File: config.mk
export PLATFORM = sky130hd
export DESIGN_NAME = operand_mover
export DESIGN_NICKNAME = d
export VERILOG_FILES = /design/src/rtl/om_pkg.sv /design/src/rtl/om_fetch.sv /design/src/rtl/om_regfile.sv /design/src/rtl/om_decode.sv /design/src/rtl/operand_mover.sv
export SDC_FILE = /design/constraint.sdc
export NUM_CORES = 2
export LEC_CHECK = 0
export CAP_MARGIN = 10
export CORE_ASPECT_RATIO = 1.5
export CORE_MARGIN = 1.5
export CORE_UTILIZATION = 36
export CTS_CLUSTER_SIZE = 12
export DETAILED_ROUTE_END_ITERATION = 6
export GPL_TIMING_DRIVEN = 0
export PLACE_DENSITY = 0.63
export SETUP_SLACK_MARGIN = 0.5
export SLEW_MARGIN = 15
export SYNTH_ARGS = -nofsm -noshare
export SYNTH_HDL_FRONTEND = slang
export SYNTH_SLANG_ARGS = --single-unit
File: constraint.sdc
create_clock -name clk_i -period 7.9 [get_ports clk_i]
set_input_delay 1.185 -clock clk_i [delete_from_list [all_inputs] [get_ports clk_i]]
set_output_delay 1.185 -clock clk_i [all_outputs]
set_load 0.02 [all_outputs]
File: src/rtl/om_pkg.sv
package om_pkg;
  localparam int unsigned ILEN = 32;
  localparam logic [6:0] OPC_LOAD  = 7'b0001111;
  localparam logic [6:0] OPC_ISSUE = 7'b0100111;

  function automatic logic [11:0] imm_ld(input logic [ILEN-1:0] w);
    return w[31:20];
  endfunction

  function automatic logic [11:0] imm_is(input logic [ILEN-1:0] w);
    return {w[31:25], w[11:7]};
  endfunction
endpackage

File: src/rtl/om_fetch.sv
module om_fetch
  import om_pkg::*;
#(
  parameter int unsigned AW = 32
) (
  input  logic            clk_i,
  input  logic            rst_ni,
  output logic            imem_req_o,
  output logic [AW-1:0]   imem_addr_o,
  input  logic            imem_valid_i,
  input  logic [ILEN-1:0] imem_data_i,
  output logic            out_valid_o,
  output logic [ILEN-1:0] out_instr_o,
  input  logic            out_ready_i
);
  localparam logic [AW-1:0] STEP = AW'(ILEN / 8);

  logic            valid_q;
  logic [ILEN-1:0] instr_q;
  logic [AW-1:0]   pc_q;
  logic            take;

  assign imem_req_o  = !valid_q || out_ready_i;
  assign take        = imem_req_o && imem_valid_i;
  assign imem_addr_o = pc_q;
  assign out_valid_o = valid_q;
  assign out_instr_o = instr_q;

  always_ff @(posedge clk_i or negedge rst_ni) begin
    if (!rst_ni) begin
      valid_q <= 1'b0;
      instr_q <= '0;
      pc_q    <= '0;
    end else begin
      if (imem_req_o) valid_q <= imem_valid_i;
      if (take) begin
        instr_q <= imem_data_i;
        pc_q    <= pc_q + STEP;
      end
    end
  end
endmodule

File: src/rtl/om_regfile.sv
module om_regfile #(
  parameter int unsigned XLEN = 32,
  parameter int unsigned NREG = 32,
  localparam int unsigned RIDX = $clog2(NREG)
) (
  input  logic            clk_i,
  input  logic            rst_ni,
  input  logic [RIDX-1:0] ra_idx_i,
  output logic [XLEN-1:0] ra_data_o,
  input  logic [RIDX-1:0] rb_idx_i,
  output logic [XLEN-1:0] rb_data_o,
  input  logic            we_i,
  input  logic [RIDX-1:0] waddr_i,
  input  logic [XLEN-1:0] wdata_i
);
  logic [XLEN-1:0] regs [NREG];

  for (genvar k = 0; k < NREG; k++) begin : g_ent
    if (k == 0) begin : g_zero
      assign regs[k] = '0;
    end else begin : g_reg
      logic [XLEN-1:0] q;
      always_ff @(posedge clk_i or negedge rst_ni) begin
        if (!rst_ni)                               q <= '0;
        else if (we_i && waddr_i == RIDX'(k))      q <= wdata_i;
      end
      assign regs[k] = q;
    end
  end

  assign ra_data_o = regs[ra_idx_i];
  assign rb_data_o = regs[rb_idx_i];
endmodule

File: src/rtl/om_decode.sv
module om_decode
  import om_pkg::*;
#(
  parameter int unsigned XLEN = 32,
  parameter int unsigned AW   = 32,
  parameter int unsigned NREG = 32,
  localparam int unsigned RIDX = $clog2(NREG)
) (
  input  logic            clk_i,
  input  logic            rst_ni,
  input  logic            in_valid_i,
  input  logic [ILEN-1:0] in_instr_i,
  output logic            in_ready_o,
  output logic [RIDX-1:0] rs1_idx_o,
  output logic [RIDX-1:0] rs2_idx_o,
  input  logic [XLEN-1:0] rs1_data_i,
  input  logic [XLEN-1:0] rs2_data_i,
  output logic            rf_we_o,
  output logic [RIDX-1:0] rf_waddr_o,
  output logic [XLEN-1:0] rf_wdata_o,
  output logic            rd_valid_o,
  input  logic            rd_ready_i,
  output logic [AW-1:0]   rd_addr_o,
  input  logic            rd_rvalid_i,
  input  logic [XLEN-1:0] rd_rdata_i,
  output logic            wr_valid_o,
  input  logic            wr_ready_i,
  output logic [AW-1:0]   wr_addr_o,
  output logic [XLEN-1:0] wr_data_o,
  output logic            op_kind_o,
  output logic            illegal_o
);
  logic            id_valid_q;
  logic [ILEN-1:0] id_instr_q;
  logic            pend_q;
  logic [RIDX-1:0] pend_rd_q;
  logic            kind_q;

  logic            is_load, is_issue, raw;
  logic            rd_fire, wr_fire, retire;
  logic [RIDX-1:0] dst_idx;
  logic [11:0]     off_ld, off_is;
  logic [XLEN-1:0] ea_ld, ea_is;

  assign is_load   = id_instr_q[6:0] == OPC_LOAD;
  assign is_issue  = id_instr_q[6:0] == OPC_ISSUE;
  assign rs1_idx_o = id_instr_q[15 +: RIDX];
  assign rs2_idx_o = id_instr_q[20 +: RIDX];
  assign dst_idx   = id_instr_q[7 +: RIDX];
  assign off_ld    = imm_ld(id_instr_q);
  assign off_is    = imm_is(id_instr_q);
  assign ea_ld     = rs1_data_i + {{(XLEN-12){off_ld[11]}}, off_ld};
  assign ea_is     = rs1_data_i + {{(XLEN-12){off_is[11]}}, off_is};

  // dependent issue waits for the pending load to land; x0 never pends
  assign raw = pend_q && (pend_rd_q != '0) &&
               (rs1_idx_o == pend_rd_q || rs2_idx_o == pend_rd_q);

  assign rd_valid_o = id_valid_q && is_load && !pend_q;
  assign wr_valid_o = id_valid_q && is_issue && !raw;
  assign illegal_o  = id_valid_q && !is_load && !is_issue;
  assign rd_addr_o  = ea_ld[AW-1:0];
  assign wr_addr_o  = ea_is[AW-1:0];
  assign wr_data_o  = rs2_data_i;

  assign rd_fire    = rd_valid_o && rd_ready_i;
  assign wr_fire    = wr_valid_o && wr_ready_i;
  assign retire     = rd_fire || wr_fire || illegal_o;
  assign in_ready_o = !id_valid_q || retire;

  assign rf_we_o    = pend_q && rd_rvalid_i;
  assign rf_waddr_o = pend_rd_q;
  assign rf_wdata_o = rd_rdata_i;
  assign op_kind_o  = kind_q;

  always_ff @(posedge clk_i or negedge rst_ni) begin
    if (!rst_ni) begin
      id_valid_q <= 1'b0;
      id_instr_q <= '0;
      pend_q     <= 1'b0;
      pend_rd_q  <= '0;
      kind_q     <= 1'b0;
    end else begin
      if (in_ready_o) begin
        id_valid_q <= in_valid_i;
        if (in_valid_i) id_instr_q <= in_instr_i;
      end
      if (rd_fire) begin
        pend_q    <= 1'b1;
        pend_rd_q <= dst_idx;
      end else if (rd_rvalid_i) begin
        pend_q    <= 1'b0;
      end
      if (rd_fire)      kind_q <= 1'b0;
      else if (wr_fire) kind_q <= 1'b1;
    end
  end
endmodule

File: src/rtl/operand_mover.sv
module operand_mover
  import om_pkg::*;
#(
  parameter int unsigned XLEN = 32,
  parameter int unsigned AW   = 32,
  parameter int unsigned NREG = 32,
  localparam int unsigned RIDX = $clog2(NREG)
) (
  input  logic            clk_i,
  input  logic            rst_ni,
  output logic            imem_req_o,
  output logic [AW-1:0]   imem_addr_o,
  input  logic            imem_valid_i,
  input  logic [31:0]     imem_data_i,
  output logic            rd_valid_o,
  input  logic            rd_ready_i,
  output logic [AW-1:0]   rd_addr_o,
  input  logic            rd_rvalid_i,
  input  logic [XLEN-1:0] rd_rdata_i,
  output logic            wr_valid_o,
  input  logic            wr_ready_i,
  output logic [AW-1:0]   wr_addr_o,
  output logic [XLEN-1:0] wr_data_o,
  output logic            op_kind_o,
  output logic            illegal_o
);
  logic            f_valid, d_ready;
  logic [ILEN-1:0] f_instr;
  logic [RIDX-1:0] rs1_idx, rs2_idx, w_idx;
  logic [XLEN-1:0] rs1_data, rs2_data, w_data;
  logic            w_en;

  om_fetch #(.AW(AW)) u_fetch (
    .clk_i, .rst_ni,
    .imem_req_o, .imem_addr_o, .imem_valid_i, .imem_data_i,
    .out_valid_o (f_valid),
    .out_instr_o (f_instr),
    .out_ready_i (d_ready)
  );

  om_regfile #(.XLEN(XLEN), .NREG(NREG)) u_rf (
    .clk_i, .rst_ni,
    .ra_idx_i  (rs1_idx), .ra_data_o (rs1_data),
    .rb_idx_i  (rs2_idx), .rb_data_o (rs2_data),
    .we_i      (w_en),    .waddr_i   (w_idx), .wdata_i (w_data)
  );

  om_decode #(.XLEN(XLEN), .AW(AW), .NREG(NREG)) u_dec (
    .clk_i, .rst_ni,
    .in_valid_i (f_valid), .in_instr_i (f_instr), .in_ready_o (d_ready),
    .rs1_idx_o  (rs1_idx), .rs2_idx_o  (rs2_idx),
    .rs1_data_i (rs1_data), .rs2_data_i (rs2_data),
    .rf_we_o    (w_en), .rf_waddr_o (w_idx), .rf_wdata_o (w_data),
    .rd_valid_o, .rd_ready_i, .rd_addr_o, .rd_rvalid_i, .rd_rdata_i,
    .wr_valid_o, .wr_ready_i, .wr_addr_o, .wr_data_o,
    .op_kind_o, .illegal_o
  );
endmodule

==> flow_summary.yaml <==
layout:
  area_growth_pct: 14.1
  drive_gt1_share_pct: 44.5
  fillCellCount: 15000
  nets: 4343
  multi_input_area_um2: 30500
  postLayoutCellArea_um2: 67900
  seq_area_um2: 27300
critical_path:
  crit_chain: "buf_2 -> clkbuf_1 -> clkbuf_2 -> mux4_2 -> mux2_2 -> ha_1 -> clkbuf_1 -> a21oi_1 -> o21ai_0 -> a21oi_1 -> o21ai_0 -> a221o_1 -> a21oi_1 -> xnor2_1 -> clkdlybuf4s50_1"
  r2r-start: "u_dec.rf_waddr_o[4]$_DFFE_PN0P_"
  worstPathArrival_ns: 6.13
  worst_ep_required_time_ns: 6.71
  crit_path_end_kind: "primary output"
  worstSetupPathType: "flip-flop to primary output"
  worstReg2RegEnd: "u_rf.g_ent[28].g_reg.q[6]$_DFFE_PN0P_"
  reg2reg_depth: 6
  cp_slowest_cell: "clkdlybuf4s50_1"
  worstPathBufferInverterCount: 5
  critPathMostFrequentCell: "a21oi_1"
  start_kind: "flip-flop"
  path_max_fanout: 10
  crit_family: "buffers and inverters"
  max_stage_delay_ns: 0.63
  r2r_slack_ns: 4.59
synth:
  avgSynthCellArea_um2: 15.2
  synth_fa_ha_area_share_pct: 0.845
  ys_seq_area_share_pct: 45.8
  synth_top_family_by_area: "multiplexers"
  synth-compound-area-share_pct: 2.41
  synth_common_cells: "dfrtp_1, mux2_2, mux4_2"
  synth_seq_cells: 1089
  yosysUniqueCellTypes: 58
  muxShareOfSynthArea_pct: 44.0
  synth_edf_count: 0
  yosys_warnings: 0
  syn_area_um2: 59500
  synth_most_common_cell: "dfrtp_1"
  synth_area_leaders: "dfrtp_1, mux4_2, mux2_2"
  ys_async_sr_fraction_pct: 100
  netlist_instances: 3916
  yosys.area_share.simple_pct: 2.39
  synth_xor_area_share_pct: 1.41
  synth_top_area_cell: "dfrtp_1"
  synth_top_area_share_pct: 45.8
  synth_ff_type: "dfrtp_1"
run:
  drv_cap: 0
status:
  status: "complete, no violations"
route:
  postRouteAntennaNets: 0
  num_vias: 38700
  wl_per_cell_um: 31.8
  dr.pass1.iters: 6
  vias_per_cell: 5.97
  drcViolationCount: 0
  drt_wl_total_mm: 206
  drt_iter0_drc: 3338
floorplanning:
  dieHeight_um: 501
  fp.dieW_um: 335
  initial_core_util_pct: 36.3
  row_count: 182
  ios: 203
  core_area_um2: 164000
  dieArea_um2: 168000
pwr:
  irDropWorstVdd_v: 0.000178
  powerDensity_nw_per_um2: 188
  p_total_mw: 12.8
  p_leak_nw: 30.8
global_routing:
  globalRoute.totalOverflow: 0
  antenna_found_initial: 12
  grt_max_degree: 149
  grt_pass1_wl_mm: 296
  grt_pass1_vias: 41000
  track_usage_pct: 24.6
place:
  dpl-instance-area_um2: 64600
  dp_hpwl_mm: 148
  gp_congestion: 0.937
  dpl_worst_slack_ns: 0.0232
  io_buffers: 197
cts:
  cts_tree: "done"
  clockBufferDepth: 3
  root_buffer: "clkbuf_16"
  path_clk_slew_ns: 0.06
  cts_sinks: 1089
  cts_buffers: 105
  clk_latency_ns: 0.74
  htreeDepth: 3
timing:
  finalSetupTns_ns: 0
  report.final.slew_viol_count: 0
  timing.final.crit_share_pct: 92.6
  relSlewSlack_pct: 8.99
  finalHoldViolations: 0
  fmax_mhz: 137
  max_slew.worst_pin.slew_ns: 1.35
  setup_viol: 0
  layout_setup_ws_ns: 0.586
  rsz0062_at_grt: "false"
  final.setup_skew_ns: 0.0365
  period_minus_slack_ns: 7.31
hold_path:
  hold_path_class: "primary input to asynchronous set/reset pin"
==> state kept, by name, indices dropped and copies added (netlist names) <==
name / count
u_dec.id_instr_q: 29
u_dec.id_valid_q: 1
u_dec.op_kind_o: 1
u_dec.pend_q: 1
u_dec.rf_waddr_o: 5
u_fetch.imem_addr_o: 30
u_fetch.out_instr_o: 29
u_fetch.out_valid_o: 1
u_rf.g_ent.g_reg.q: 992
==> per-stage QoR <==
stage / utilization, % / std cells / hold slack (ns)
CTS: 41.3 / 6483 / 0.288
global route: 41.4 / 6486 / 0.317
detailed placement: 39.3 / 6330 / 0.467
floorplan: - / 3917 / 0.450
global placement: 39.2 / 6322 / 0.460
finish: 41.4 / 6486 / 0.309
==> report_power, final <==
| part | internal [mW] | switching [mW] | leakage (nW) |
|---|---|---|---|
| Clock | 2.52 | 2.25 | 1.47 |
| Combinational | 0.785 | 1.53 | 14.2 |
| Sequential | 5.64 | 0.0764 | 15.1 |
==> layer usage <==
| layer | track usage, % | part of all wire, % | wire [µm] | vias to the layer above |
|---|---|---|---|---|
| li1 | - | - | - | 15600 |
| met1 | 28.3 | 36 | 74600 | 21000 |
| met2 | 42.1 | 50 | 104000 | 1581 |
| met3 | 6.26 | 7.5 | 15500 | 557 |
| met4 | 12.8 | 5.9 | 12100 | 22 |
| met5 | 0 | 0.060 | 124 | - |
==> cell families after synthesis <==
kind of cell,Yosys count
multiplexers,1760
flip-flops,1089
buffers and inverters,415
AND/OR/NAND/NOR,286
AO/OA/AOI/OAI,230
XOR/XNOR,96
adder cells (fa/ha/maj),39
other,1
==> layout by cell type, fill, tap and decap left out, drive strengths merged, types with 9 or more instances in the layout <==
cell,netlist,final
nor3,25,25
nand2,53,53
dfrtp,1089,1089
ha,37,37
nor2b,12,12
nand3,60,60
xnor2,37,37
mux2,1152,1152
xor2,59,59
inv,19,23
nand4,20,20
buf,184,189
o21a,9,9
clkbuf,212,358
nor4,16,16
a21oi,62,62
a22o,31,31
nor2,59,59
clkdlybuf4s50,0,196
mux2i,35,35
o21ai,79,79
o21bai,12,12
mux4,573,573
==> layout make-up <==
| class | instances | share of cell area, % |
|---|---|---|
| Clock inverter | 12 | 0.160 |
| Buffer | 396 | 3.08 |
| Clock buffer | 138 | 4.23 |
| Timing Repair Buffer | 210 | 3.32 |
| Antenna cell | 1 | 0.00368 |
| Multi-Input combinational cell | 2413 | 44.9 |
| Inverter | 19 | 0.105 |
| Sequential cell | 1089 | 40.1 |
| Tap cell | 2208 | 4.07 |
==> worst max-delay path by stage <==
stage,depth (start not counted),from,end
floorplan,15,u_dec.id_instr_q[16]$_DFFE_PN0P_,rd_addr_o[31]
global placement,1,rst_ni,u_rf.g_ent[16].g_reg.q[25]$_DFFE_PN0P_
detailed placement,16,u_dec.id_instr_q[16]$_DFFE_PN0P_,rd_addr_o[27]
CTS,16,u_dec.id_instr_q[16]$_DFFE_PN0P_,rd_addr_o[30]
global route,15,u_dec.id_instr_q[17]$_DFFE_PN0P_,rd_addr_o[30]
finish,15,u_dec.id_instr_q[18]$_DFFE_PN0P_,wr_addr_o[30]
==> repair_timing <==
action,4_1_cts,5_1_grt
endpoints found under the setup margin,54,26
resized for setup,88,54
setup buffers,3,0
pin swaps,1,1
hold buffers,0,0
Power figures use the tool's default switching activity.
